==> src/rtl/lcd_wcyc_pkg.sv <==
package lcd_wcyc_pkg;

    typedef enum logic [2:0] {
        ST_IDLE  = 3'd0,
        ST_ADDR  = 3'd1,
        ST_CSSU  = 3'd2,
        ST_WRACT = 3'd3,
        ST_HOLD  = 3'd4
    } wcyc_state_t;

    // reset values of the captured phase counts
    localparam int unsigned DEF_WR_SETUP  = 0;
    localparam int unsigned DEF_WR_ACTIVE = 1;
    localparam int unsigned DEF_WR_HOLD   = 0;

endpackage

==> src/rtl/lcd_wcyc_timer.sv <==
module lcd_wcyc_timer #(
    parameter int unsigned TW = 8
) (
    input  logic          clk,
    input  logic          rst_n,
    input  logic          load,
    input  logic [TW-1:0] load_val,
    output logic          expired
);

    logic [TW-1:0] cnt_q;

    always_ff @(posedge clk or negedge rst_n) begin
        if (!rst_n) begin
            cnt_q <= '0;
        end else if (load) begin
            cnt_q <= load_val;
        end else if (cnt_q != '0) begin
            cnt_q <= cnt_q - 1'b1;
        end
    end

    assign expired = (cnt_q == '0);

    // an expired counter stays expired until reloaded
    a_r3_timer_no_wrap: assert property (@(posedge clk) disable iff (!rst_n)
        (!load && expired) |=> expired);

endmodule

==> src/rtl/lcd_wcyc_fsm.sv <==
module lcd_wcyc_fsm
    import lcd_wcyc_pkg::*;
#(
    parameter int unsigned TW = 8
) (
    input  logic          clk,
    input  logic          rst_n,
    input  logic          req_valid,
    input  logic [TW-1:0] cfg_cs_setup,
    input  logic [TW-1:0] cfg_wr_setup,
    input  logic [TW-1:0] cfg_wr_active,
    input  logic [TW-1:0] cfg_wr_hold,
    input  logic          expired,
    output wcyc_state_t   state,
    output wcyc_state_t   state_nxt,
    output logic          ready,
    output logic          accept,
    output logic          load,
    output logic [TW-1:0] load_val
);

    wcyc_state_t   state_q;
    logic [TW-1:0] wr_setup_q;
    logic [TW-1:0] wr_active_q;
    logic [TW-1:0] wr_hold_q;

    // state register and captured counts
    always_ff @(posedge clk or negedge rst_n) begin
        if (!rst_n) begin
            state_q     <= ST_IDLE;
            wr_setup_q  <= TW'(DEF_WR_SETUP);
            wr_active_q <= TW'(DEF_WR_ACTIVE);
            wr_hold_q   <= TW'(DEF_WR_HOLD);
        end else begin
            state_q <= state_nxt;
            if (accept) begin
                wr_setup_q  <= cfg_wr_setup;
                wr_active_q <= cfg_wr_active;
                wr_hold_q   <= cfg_wr_hold;
            end
        end
    end

    // next state and phase count loading
    always_comb begin
        state_nxt = state_q;
        load      = 1'b0;
        load_val  = '0;
        unique case (state_q)
            ST_IDLE: begin
                if (req_valid) begin
                    state_nxt = ST_ADDR;
                    load      = 1'b1;
                    load_val  = cfg_cs_setup;
                end
            end
            ST_ADDR: begin
                if (expired) begin
                    state_nxt = ST_CSSU;
                    load      = 1'b1;
                    load_val  = wr_setup_q;
                end
            end
            ST_CSSU: begin
                if (expired) begin
                    state_nxt = ST_WRACT;
                    load      = 1'b1;
                    load_val  = wr_active_q;
                end
            end
            ST_WRACT: begin
                if (expired) begin
                    state_nxt = ST_HOLD;
                    load      = 1'b1;
                    load_val  = wr_hold_q;
                end
            end
            ST_HOLD: begin
                if (expired) begin
                    state_nxt = ST_IDLE;
                end
            end
            default: state_nxt = ST_IDLE;
        endcase
    end

    assign state  = state_q;
    assign ready  = (state_q == ST_IDLE);
    assign accept = ready && req_valid;

    // leaving idle happens only through an accepted request
    a_r2_leave_idle_on_accept: assert property (@(posedge clk) disable iff (!rst_n)
        (state_q == ST_IDLE && !req_valid) |=> (state_q == ST_IDLE));

endmodule

==> src/rtl/lcd_wcyc_pins.sv <==
module lcd_wcyc_pins
    import lcd_wcyc_pkg::*;
#(
    parameter int unsigned DW = 16
) (
    input  logic          clk,
    input  logic          rst_n,
    input  logic          accept,
    input  logic          req_is_cmd,
    input  logic [DW-1:0] req_data,
    input  wcyc_state_t   state,
    input  wcyc_state_t   state_nxt,
    input  logic          expired,
    input  logic          we_invert,
    output logic          lcd_rs,
    output logic          lcd_cs_n,
    output logic          lcd_we,
    output logic [DW-1:0] lcd_data,
    output logic          lcd_data_oe,
    output logic          done
);

    logic          rs_q;
    logic [DW-1:0] data_q;
    logic          cs_n_q;
    logic          we_act_q;
    logic          oe_q;
    logic          done_q;

    always_ff @(posedge clk or negedge rst_n) begin
        if (!rst_n) begin
            rs_q     <= 1'b0;
            data_q   <= '0;
            cs_n_q   <= 1'b1;
            we_act_q <= 1'b0;
            oe_q     <= 1'b0;
            done_q   <= 1'b0;
        end else begin
            if (accept) begin
                rs_q   <= req_is_cmd;
                data_q <= req_data;
            end
            cs_n_q   <= !(state_nxt inside {ST_CSSU, ST_WRACT, ST_HOLD});
            we_act_q <= (state_nxt == ST_WRACT);
            oe_q     <= (state_nxt inside {ST_WRACT, ST_HOLD});
            done_q   <= (state == ST_HOLD) && expired;
        end
    end

    assign lcd_rs      = rs_q;
    assign lcd_data    = data_q;
    assign lcd_cs_n    = cs_n_q;
    assign lcd_we      = we_act_q ^ ~we_invert;
    assign lcd_data_oe = oe_q;
    assign done        = done_q;

    // write enable is only active inside chip select
    a_r5_we_inside_cs: assert property (@(posedge clk) disable iff (!rst_n)
        we_act_q |-> !cs_n_q);

    // write enable activates only after chip select has been low
    a_r4_we_after_cs: assert property (@(posedge clk) disable iff (!rst_n)
        $rose(we_act_q) |-> $past(!cs_n_q));

    // done marks the clock where chip select rises
    a_r10_done_at_cs_rise: assert property (@(posedge clk) disable iff (!rst_n)
        done_q |-> $rose(cs_n_q));

    // data drivers release together with chip select
    a_r7_oe_release_with_cs: assert property (@(posedge clk) disable iff (!rst_n)
        $fell(oe_q) |-> $rose(cs_n_q));

endmodule

==> src/rtl/lcd_wcyc_seq.sv <==
module lcd_wcyc_seq
    import lcd_wcyc_pkg::*;
#(
    parameter int unsigned DW = 16,
    parameter int unsigned TW = 8
) (
    input  logic          clk,
    input  logic          rst_n,
    input  logic          req_valid,
    output logic          req_ready,
    input  logic          req_is_cmd,
    input  logic [DW-1:0] req_data,
    input  logic [TW-1:0] cfg_cs_setup,
    input  logic [TW-1:0] cfg_wr_setup,
    input  logic [TW-1:0] cfg_wr_active,
    input  logic [TW-1:0] cfg_wr_hold,
    input  logic          we_invert,
    output logic          lcd_rs,
    output logic          lcd_cs_n,
    output logic          lcd_we,
    output logic [DW-1:0] lcd_data,
    output logic          lcd_data_oe,
    output logic          done
);

    wcyc_state_t   state;
    wcyc_state_t   state_nxt;
    logic          accept;
    logic          load;
    logic [TW-1:0] load_val;
    logic          expired;

    lcd_wcyc_fsm #(.TW(TW)) u_fsm (
        .clk          (clk),
        .rst_n        (rst_n),
        .req_valid    (req_valid),
        .cfg_cs_setup (cfg_cs_setup),
        .cfg_wr_setup (cfg_wr_setup),
        .cfg_wr_active(cfg_wr_active),
        .cfg_wr_hold  (cfg_wr_hold),
        .expired      (expired),
        .state        (state),
        .state_nxt    (state_nxt),
        .ready        (req_ready),
        .accept       (accept),
        .load         (load),
        .load_val     (load_val)
    );

    lcd_wcyc_timer #(.TW(TW)) u_timer (
        .clk     (clk),
        .rst_n   (rst_n),
        .load    (load),
        .load_val(load_val),
        .expired (expired)
    );

    lcd_wcyc_pins #(.DW(DW)) u_pins (
        .clk        (clk),
        .rst_n      (rst_n),
        .accept     (accept),
        .req_is_cmd (req_is_cmd),
        .req_data   (req_data),
        .state      (state),
        .state_nxt  (state_nxt),
        .expired    (expired),
        .we_invert  (we_invert),
        .lcd_rs     (lcd_rs),
        .lcd_cs_n   (lcd_cs_n),
        .lcd_we     (lcd_we),
        .lcd_data   (lcd_data),
        .lcd_data_oe(lcd_data_oe),
        .done       (done)
    );

    // select line and word are frozen while busy
    a_r2_bus_stable_busy: assert property (@(posedge clk) disable iff (!rst_n)
        (!req_ready && $past(!req_ready)) |-> ($stable(lcd_rs) && $stable(lcd_data)));

endmodule

==> config.mk <==
export PLATFORM = sky130hd
export DESIGN_NAME = lcd_wcyc_seq
export DESIGN_NICKNAME = d
export VERILOG_FILES = /design/src/rtl/lcd_wcyc_pkg.sv /design/src/rtl/lcd_wcyc_timer.sv /design/src/rtl/lcd_wcyc_fsm.sv /design/src/rtl/lcd_wcyc_pins.sv /design/src/rtl/lcd_wcyc_seq.sv
export SDC_FILE = /design/constraint.sdc
export NUM_CORES = 1
export LEC_CHECK = 0
export CAP_MARGIN = 20
export CORE_UTILIZATION = 51
export CTS_CLUSTER_DIAMETER = 120
export DETAILED_ROUTE_END_ITERATION = 8
export PLACE_DENSITY = 0.93
export SETUP_SLACK_MARGIN = 0.15
export SLEW_MARGIN = 15
export SYNTH_ARGS = -nofsm -noshare
export SYNTH_HDL_FRONTEND = slang
export SYNTH_HIERARCHICAL = 1
export SYNTH_SLANG_ARGS = --single-unit
==> constraint.sdc <==
create_clock -name clk -period 6.3 [get_ports clk]
set_clock_uncertainty 0.1 [all_clocks]
set_input_delay 0.63 -clock clk [delete_from_list [all_inputs] [get_ports clk]]
set_output_delay 0.63 -clock clk [all_outputs]
set_load 0.02 [all_outputs]
==> results.ini <==
[grt]
met2_usage = 0.375
met1_usage = 0.257
antenna_found_initial = 0
grt_max_degree = 57
grt_pass1_wl_um = 8380
grt_pass1_vias = 1781
grtUsageTotal = 0.209
gr-total-overflow = 0
grtUsageMet3 = 0.0357
top_usage_layer = met2

[critical_path]
critPathTopFamily = compound AO/OA/AOI/OAI gates
critPathLaunchType = flip-flop
timing.rr.start = u_timer/cnt_q[0]
worstPathArrival_ns = 3.41
worstPathCellList = inv_1 > ha_1 > or3b_1 > nor2_1 > o21ai_0 > a21oi_1 > inv_1 > o311ai_0 > nand3_1
critPathCaptureType = flip-flop
reg2reg_setup_slack_ns = 2.97
worstSetupPathType = reg -> reg
cp_common_cell = inv_1
reg2reg_depth = 9
critPathSlowestCell = a21oi_1
crit_fanout = 13
path_buf_inv = 2
required_ns = 6.37
timing.rr.end = u_timer/cnt_q[6]
cpPeakStageDelay_ns = 0.74

[sta]
drv_slew = 0
setup_violations = 0
worstMarginPinSlew_ns = 0.874
finalHoldViolations = 0
period_needed_ns = 3.33
fin_ws_ns = 2.97
fmax_mhz = 300
max_slew_margin = 0.417
fin_setup_tns_ns = 0
period_share = 0.529
rsz0062_at_grt = false
whs_ns = 0.339

[clocking]
insertion_delay_ns = 0.30
cts_resized = 0
cts_sinks = 56
hold_buffers = 0
root_buffer = clkbuf_8
cts_made_buffers = 5
postCtsSetupBuffers = 0
clock_path_buffers = 2
h-tree-depth = 2
path_clk_slew_ns = 0.10
tritoncts = yes

[layout]
num_antenna_cells = 0
design_area_um2 = 3420
nNetsFinal = 325
drive_above_1_share = 0.191
regArea_um2 = 1400
num-fill-cells = 379
multi_input_area_um2 = 1100
area_growth_pct = 31.1

[yosys]
synthMuxAreaShare = 0.230
synth_cell_type_count = 43
synthCells = 199
synth_top_area_frac = 0.517
synthFlopType = dfrtp_1
yosys.area.top_type = dfrtp_1
async_flop_share = 1.00
synth_compound_area_frac = 0.0838
ys_seq_elements = 56
synth_xor_area_frac = 0.0101
syn-cell-area_um2 = 2610
avgSynthCellArea_um2 = 13.1
seq_area_frac_synth = 0.537
synth_top_family_by_area = multiplexers
synthAdderAreaFrac = 0.00479
ys_warn_count = 6
synth.area.top_cells = dfrtp_1 (52%), mux2_2 (13%), mux2_4 (5.7%), mux2i_1 (3.4%), a221o_1 (3.1%)
synth_edf_count = 0
synth-simple-area-share = 0.0915
syn-num-nets = 253

[detailed_routing]
ant_nets = 0
wl_per_cell_um = 15.6
num_vias = 1794
drc = 0
routed_wl_um = 5290
drt_iter0_drc = 107
first_pass_iters = 4
vias_per_cell = 5.29

[power_and_ir_drop]
power_w = 0.00149
powerDensity_nw_per_um2 = 436
leakage_nw = 1.46
ir_drop_mv = 0.216

[placed_design]
dpl_cell_area_um2 = 3340
place_congestion = 0.878
io_buffers = 74
dp_hpwl_um = 3730
dp_slack_ns = 3.13

[die]
start_util = 0.542
chipHeight_um = 73.6
die_area_um2 = 5410
ios = 75
core_area_um2 = 4820
die_w_um = 73.6
core.rowCount = 25

[min_path]
hold_path_class = in -> async

[job]
max_cap_violations = 0

[outcome]
status = complete, no violations

[registers in the layout, indices dropped and copies added, names as in the netlist]
name and flops:
u_fsm/state 3, u_pins/we_act_q 1, u_pins/lcd_cs_n 1, u_pins/done 1, u_timer/cnt_q 8, u_fsm/wr_active_q 8, u_fsm/wr_setup_q 8, u_pins/lcd_rs 1
u_pins/lcd_data_oe 1, u_pins/lcd_data 16, u_fsm/wr_hold_q 8
[stage by stage]
stage               cells   util
floorplan             199      -
global placement      331  0.693
detailed placement    331  0.693
CTS                   339  0.711
global route          339  0.711
finish                339  0.711
[final cells by class]
type / instances / area share
clock inverters: 1 / 0.00256
flip-flops and latches: 56 / 0.410
well taps: 67 / 0.0245
inverters: 3 / 0.00329
multi-input cells: 130 / 0.320
clock buffers: 7 / 0.0223
repair buffers: 75 / 0.217
[kinds of logic (layout without fill, tap and decap cells)]
group,after synthesis,in the layout
DFF,56,56
muxes,51,51
and+or+nand+nor,46,46
AOI/OAI and AO/OA,29,29
buffers and inverters,13,86
xor gates and xnor gates,3,3
adders and majority gates,1,1
[worst max-delay path by stage]
stage / cells after the start / start / endpoint
6_report: 9 / u_timer/cnt_q[0] / u_timer/cnt_q[6]
5_1_grt: 8 / u_timer/cnt_q[0] / u_timer/cnt_q[5]
4_1_cts: 9 / u_timer/cnt_q[0] / u_timer/cnt_q[6]
3_5_place_dp: 9 / u_timer/cnt_q[0] / u_timer/cnt_q[6]
3_3_place_gp: 9 / u_timer/cnt_q[0] / u_timer/cnt_q[6]
2_1_floorplan: 9 / u_timer/cnt_q[0] / u_pins/lcd_data_oe
[where the power goes]
group	internal, W	switching (W)	total [W]
clock	0.0000797	0.000112	0.000192
sequential	0.000533	0.000129	0.000662
combinational	0.000365	0.000272	0.000638
[Yosys cell counts (3+ instances only)]
| library cell | count |
|---|---|
| dfrtp_1 | 54 |
| mux2_2 | 29 |
| nor2_1 | 17 |
| mux2_4 | 10 |
| mux2i_1 | 9 |
| a221o_1 | 8 |
| nand2_1 | 8 |
| buf_6 | 5 |
| o21ai_0 | 5 |
| a21oi_1 | 4 |
| nor3_1 | 4 |
| inv_1 | 3 |
| mux2_1 | 3 |
| o31ai_1 | 3 |
[cells in the final DEF (no fill, tap or decap), types with 2 or more instances in the layout]
master / n
o31ai_1: 3
clkbuf_8: 5
nand2_1: 8
o21ai_0: 5
or4_1: 2
nor3_1: 4
nand3_1: 2
mux2_1: 3
mux2i_1: 9
nor3_2: 2
xnor2_1: 2
clkdlybuf4s50_1: 73
clkbuf_1: 2
inv_1: 3
nand3b_1: 2
a221o_1: 8
nor2_1: 17
mux2_2: 29
nor4_1: 2
dfrtp_1: 54
dfstp_2: 2
a21oi_1: 4
mux2_4: 10
[layer usage]
layer | wire length, um | part of all wire
met5 | 0 | 0
met4 | 87 | 0.016
met3 | 152 | 0.029
met2 | 2830 | 0.53
met1 | 2220 | 0.42
Note: power is estimated with default switching activity, not from simulation.
